## src/rtl/burst_addr_gen.sv

```systemverilog
module burst_addr_gen #(
  parameter int AW = 20
) (
  input  logic          clk,
  input  logic          rst_n,
  input  logic [AW-1:0] addr_in,
  input  logic          strb_cpu_n,
  input  logic          strb_ctl_n,
  input  logic          adv_n,
  input  logic          ce1_n,
  input  logic          mode,
  output logic [AW-1:0] word_addr,
  output logic          addr_loaded
);

  localparam int UW = AW - 2;

  logic [UW-1:0] upper_q;
  logic [1:0]    start_q;
  logic [1:0]    beat_q;
  logic          cpu_take, ctl_take, load;
  logic [1:0]    low_bits;

  // processor strobe wins when both are present; gated by the chip enable
  assign cpu_take = !strb_cpu_n && !ce1_n;
  assign ctl_take = !strb_ctl_n && !cpu_take;
  assign load     = cpu_take || ctl_take;

  always_ff @(posedge clk or negedge rst_n) begin
    if (!rst_n) begin
      upper_q     <= '0;
      start_q     <= 2'd0;
      beat_q      <= 2'd0;
      addr_loaded <= 1'b0;
    end else begin
      addr_loaded <= load;
      if (load) begin
        upper_q <= addr_in[AW-1:2];
        start_q <= addr_in[1:0];
        beat_q  <= 2'd0;
      end else if (!adv_n) begin
        beat_q  <= beat_q + 2'd1;
      end
    end
  end

  assign low_bits  = mode ? (start_q ^ beat_q) : (start_q + beat_q);
  assign word_addr = {upper_q, low_bits};

  AST_CTL_LOADS: assert property (@(posedge clk) disable iff (!rst_n)
    !strb_ctl_n |=> (addr_loaded && word_addr == $past(addr_in)));

  AST_CPU_LOADS: assert property (@(posedge clk) disable iff (!rst_n)
    (!strb_cpu_n && !ce1_n) |=> (addr_loaded && word_addr == $past(addr_in)));

  AST_CPU_GATED: assert property (@(posedge clk) disable iff (!rst_n)
    (!strb_cpu_n && ce1_n && strb_ctl_n) |=> !addr_loaded);

  AST_UPPER_STABLE: assert property (@(posedge clk) disable iff (!rst_n)
    (strb_ctl_n && (strb_cpu_n || ce1_n)) |=> $stable(word_addr[AW-1:2]));

  AST_HOLD: assert property (@(posedge clk) disable iff (!rst_n)
    (strb_ctl_n && (strb_cpu_n || ce1_n) && adv_n) |=> ($stable(word_addr) && !addr_loaded));

  AST_LINEAR_STEP: assert property (@(posedge clk) disable iff (!rst_n)
    (strb_ctl_n && (strb_cpu_n || ce1_n) && !adv_n && !mode)
      |=> (mode || word_addr[1:0] == 2'($past(word_addr[1:0]) + 2'd1)));

endmodule

```

## config.mk

```make
export PLATFORM = sky130hd
export DESIGN_NAME = burst_addr_gen
export DESIGN_NICKNAME = d
export VERILOG_FILES = /design/src/rtl/burst_addr_gen.sv
export SDC_FILE = /design/constraint.sdc
export NUM_CORES = 1
export LEC_CHECK = 0
export ABC_AREA = 0
export BUFFER_PORTS_ARGS = -buffer_cell sky130_fd_sc_hd__buf_2
export CORE_MARGIN = 2
export CORE_UTILIZATION = 27
export DETAILED_ROUTE_END_ITERATION = 16
export REMOVE_ABC_BUFFERS = 1
export SETUP_SLACK_MARGIN = 0.05
export SLEW_MARGIN = 30
export SYNTH_ARGS = -nofsm -noshare
export SYNTH_HDL_FRONTEND = slang
export SYNTH_SLANG_ARGS = --single-unit
```

## constraint.sdc

```tcl
create_clock -name clk -period 2.68 [get_ports clk]
set_input_delay 0.536 -clock clk [delete_from_list [all_inputs] [get_ports clk]]
set_output_delay 0.536 -clock clk [all_outputs]
set_load 0.005 [all_outputs]
```

# ---- Word level (Yosys, flattened, before mapping)
# Index checks and enable logic that the tools add are counted.
dict set report totals {
  word_cells 18
  input_bits 27
  ff_bits 23
}
dict set report op_classes {
  muxes 3
  n_reduce_logical 7
  n_bitwise 1
  eq_ne 1
  n_addsub 2
}
# cell count
set op_table {}
lappend op_table {{2-bit two-way mux} 3}
lappend op_table {{1-bit logical NOT} 4}
lappend op_table {{2-bit by 1-bit adder with 2-bit output (second input constant)} 1}
lappend op_table {{2-bit adder} 1}
lappend op_table {{1-bit logical AND} 2}
lappend op_table {{2-bit by 1-bit != test with 1-bit output (second input constant)} 1}
lappend op_table {{2-bit bitwise XOR} 1}
lappend op_table {{1-bit logical OR} 1}

# ---- Depth between registers and ports, before layout
dict set report logic_depth {
  ltp_word 6
  depth_mapped 3
}

# ---- Least setup slack after synthesis
# OpenSTA, ideal clock, no wires.
dict set report synth_timing {
  kind {register to output}
  startpoint {reg start_q[0]}
  endpoint {out word_addr[1]}
  slack_ps 1330
  path_stages_with_launch 4
  arrival_time_ps 814
  path_cell_list {dfrtp_1 -> ha_1 -> nor2b_1 -> xnor2_1}
}
dict set report synth_between {
  elab_chain_cells 2
}
# item line
set synth_rtl {}
lappend synth_rtl {{start: declaration} 19} ;# logic [1:0] start_q;
lappend synth_rtl {{start signal: assignment} 39} ;# start_q <= addr_in[1:0];
lappend synth_rtl {{2-bit adder} 47} ;# assign low_bits = mode ? (start_q ^ beat_q) : (start_q + beat_q);
lappend synth_rtl {{2-bit two-way mux} 47}
lappend synth_rtl {{end: declaration} 12} ;# output logic [AW-1:0] word_addr,
# No other way between the ends.

# ---- Worst setup path after layout
dict set report layout_timing {
  startpoint {reg beat_q[0]}
  endpoint {out word_addr[1]}
}
dict set report layout_between {
  elab_chain_cells 2
}
# item line
set layout_rtl {}
lappend layout_rtl {{start: declaration} 20} ;# logic [1:0] beat_q;
lappend layout_rtl {{start signal: assignment} 42} ;# beat_q <= beat_q + 2'd1;
lappend layout_rtl {{2-bit adder} 47}
lappend layout_rtl {{2-bit two-way mux} 47}
# No other way between the ends.

==> impl_metrics.csv <==
group,metric,value,unit
status,status,"finished clean",
clocking,clockBufferDepth,2,
pwr,power_density,550.5,nW/µm²
flow_run,cap_violations,0,
synthesis,synth_edf_count,0,
floorplanning,die_area,3864,µm²
pwr,p_switching,155.5,µW
floorplanning,pin_count,48,
detailed_routing,detail-route-antenna-nets,0,
sta,setup_viol,0,
synthesis,synth.area.top_cells,"dfrtp_1 63%, mux2_2 23%, xnor2_1 2.9%, buf_6 2.5%, nor2b_1 2.1%",
synthesis,synth_top_area_share,0.6301,
sta,slew_headroom,0.5189,
pwr,p_seq_frac,0.595,
sta,timing.final.ws_setup,0.8868,ns
critical_path,crit_type,"reg2out",
detailed_routing,first_iter_violations,17,
critical_path,slowest_stage,"dfrtp_1",
placement,port-buffer-count,47,
sta,min_period,1.793,ns
detailed_routing,vias,620,
final_layout,fillers,330,
synthesis,yosysWarnings,0,
synthesis,ys.flop_type,"dfrtp_1",
detailed_routing,drtPass1Iterations,2,
pwr,irDropWorstVdd,0.1376,mV
critical_path,r2r_cells,3,
final_layout,antenna_cells,0,
grt,grt_max_degree,24,
grt,grt_pass1_wl,2898,µm
sta,fin_crit_sh,0.6691,
grt,grt-ovfl-total,0,
synthesis,synth_seq_cells,23,
critical_path,rr_startpoint,"beat_q[0]",
clocking,cts-resized-gates,0,
placement,dp_worst_setup_slack,0.8628,ns
critical_path,rr_endpoint,"beat_q[1]",
sta,skew,0.0006809,ns
synthesis,syn_inst,56,
placement,dp_hpwl,1251,µm
pwr,combPwrFrac,0.177,
detailed_routing,drc,0,
floorplanning,die_y,62.16,µm
synthesis,synth_top_cell_by_area,"dfrtp_1",
sta,max_freq,557.7,MHz
pwr,power_switching_share,0.2343,
final_layout,area.growth.synth_to_final,32.06,%
synthesis,synth_area,913.4,µm²
clocking,ctsHtreeMaxLevel,1,
grt,antenna_found_initial,0,
clocking,hold_buffers,0,
critical_path,worstSetupEndpointType,"primary output",
floorplanning,start_util,0.2781,
pwr,leakage,0.5814,nW
min_path,hold_path.class,"in2async",
floorplanning,fp-row-count,21,
sta,worst_pin_slew,0.7190,ns
placement,place.gp.congestion,0.6202,
sta,rsz0062_at_grt,"false",
synthesis,yosysMostFrequentCell,"dfrtp_1",
clocking,clock_latency,0.30,ns
sta,slew_violations,0,
clocking,clkSinkCount,23,
final_layout,fin_cells,150,
critical_path,crit_chain,"ha_1 -> nor2b_1 -> xnor2_1 -> buf_2",
critical_path,slowest_delay,0.41,ns
critical_path,path_max_fanout,3,
synthesis,ys_seq_area_frac,0.6301,
pwr,power_frac_clock,0.227,
clocking,cts_tree,"yes",
pwr,p_int,508.4,µW
sta,holdWs,0.1778,ns
synthesis,synth.avg_cell_area,16.31,µm²
detailed_routing,viasPerCell,4.133,
clocking,path_clk_slew,0.12,ns
placement,dp.cells,146,
detailed_routing,wire_per_inst,10.79,µm
critical_path,r2r_slack,1.76,ns
sta,setup_tns,0,ns
final_layout,utilization,0.3672,
synthesis,netlist-cell-type-count,11,
clocking,post_cts_buffers,0,
critical_path,cp.arrival,1.26,ns
critical_path,critPathLaunchType,"flop",
critical_path,required,2.14,ns
pwr,total_power,663.9,µW
clocking,cts_root_buffer,"clkbuf_4",
grt,grt_use_total,0.09179,
synthesis,synth_common_cells,"23 x dfrtp_1, 19 x mux2_2, 3 x nor2b_1, 3 x xnor2_1, 2 x buf_6",
grt,grt_pass1_vias,683,
detailed_routing,wl,1618,µm
clocking,numCtsBuffers,3,
final_layout,drive_gt1_frac,0.6827,
sta,final_hold_viol_count,0,
final_layout,final_area,1206,µm²
synthesis,ys_async_sr_fraction,1.000,
floorplanning,die_w,62.16,µm
floorplanning,core,3284,µm²
final_layout,nets,133,
placement,place_area,1180,µm²
-- final cells by class --
cell class              instances  area [µm²]  share of cell area
well taps                      46       57.56             0.04772
flip-flops and latches         23       575.6              0.4772
multi-input cells              30       311.5              0.2583
clock buffers                   4       26.28             0.02178
repair buffers                 47       235.2              0.1950
-- layer usage --
layer	vias to the layer above	GRT usage	share of wire
met5	-	0	0
met4	0	0.04167	0.0037
met3	2	0.02355	0.083
met2	30	0.1563	0.49
met1	304	0.1090	0.43
li1	284	-	-
-- power by group through the flow --
stage | Combinational [mW] | Sequential (mW) | Clock (mW)
after floorplan | 0.0510 | 0.405 | 0
after global placement | 0.118 | 0.402 | 0
after detailed placement | 0.121 | 0.403 | 0
after CTS | 0.121 | 0.396 | 0.164
after global routing | 0.130 | 0.401 | 0.178
final | 0.118 | 0.395 | 0.151
-- how the worst max path moves through the flow --
stage | start | endpoint | slack [ns] | depth (start not counted)
finish | beat_q[0] | word_addr[1] | 0.89 | 4
global route | beat_q[0] | word_addr[1] | 0.80 | 4
CTS | beat_q[0] | word_addr[1] | 0.85 | 4
detailed placement | strb_cpu_n | upper_q[12] | 0.86 | 3
global placement | strb_cpu_n | upper_q[14] | 0.92 | 3
floorplan | strb_cpu_n | start_q[0] | 1.19 | 2
-- kinds of logic (layout without fill, tap and decap cells) --
logic type      count (synthesis)  after routing  synth area share
compound gates                  1              1           0.01781
xor+xnor                        3              3           0.02877
fa+ha+maj                       1              1           0.01370
buf+inv                         3             51           0.02876
flops                          23             23            0.6301
mux                            20             20            0.2507
simple gates                    5              5           0.03013
-- critical path: cells and delay by family (launching register included) --
kind	cells	cell delay (ns)
xor+xnor	1	0.11
flops	1	0.41
simple gates	1	0.13
buf+inv	1	0.12
fa+ha+maj	1	0.18
-- flip-flops by register name (all words and copies together) (netlist names) --
name / count
addr_loaded: 1
beat_q: 2
start_q: 2
upper_q: 18
-- cell usage in the layout, fill, tap and decap left out --
cell,synthesis,final
mux2_4,1,1
mux2_2,19,19
xnor2_1,3,3
clkbuf_4,0,3
nor2b_1,3,3
nor3_1,1,1
buf_2,0,47
nor2_1,1,1
clkbuf_1,1,1
ha_1,1,1
o21ai_4,1,1
dfrtp_1,23,23
(Power assumes the default switching activity.)
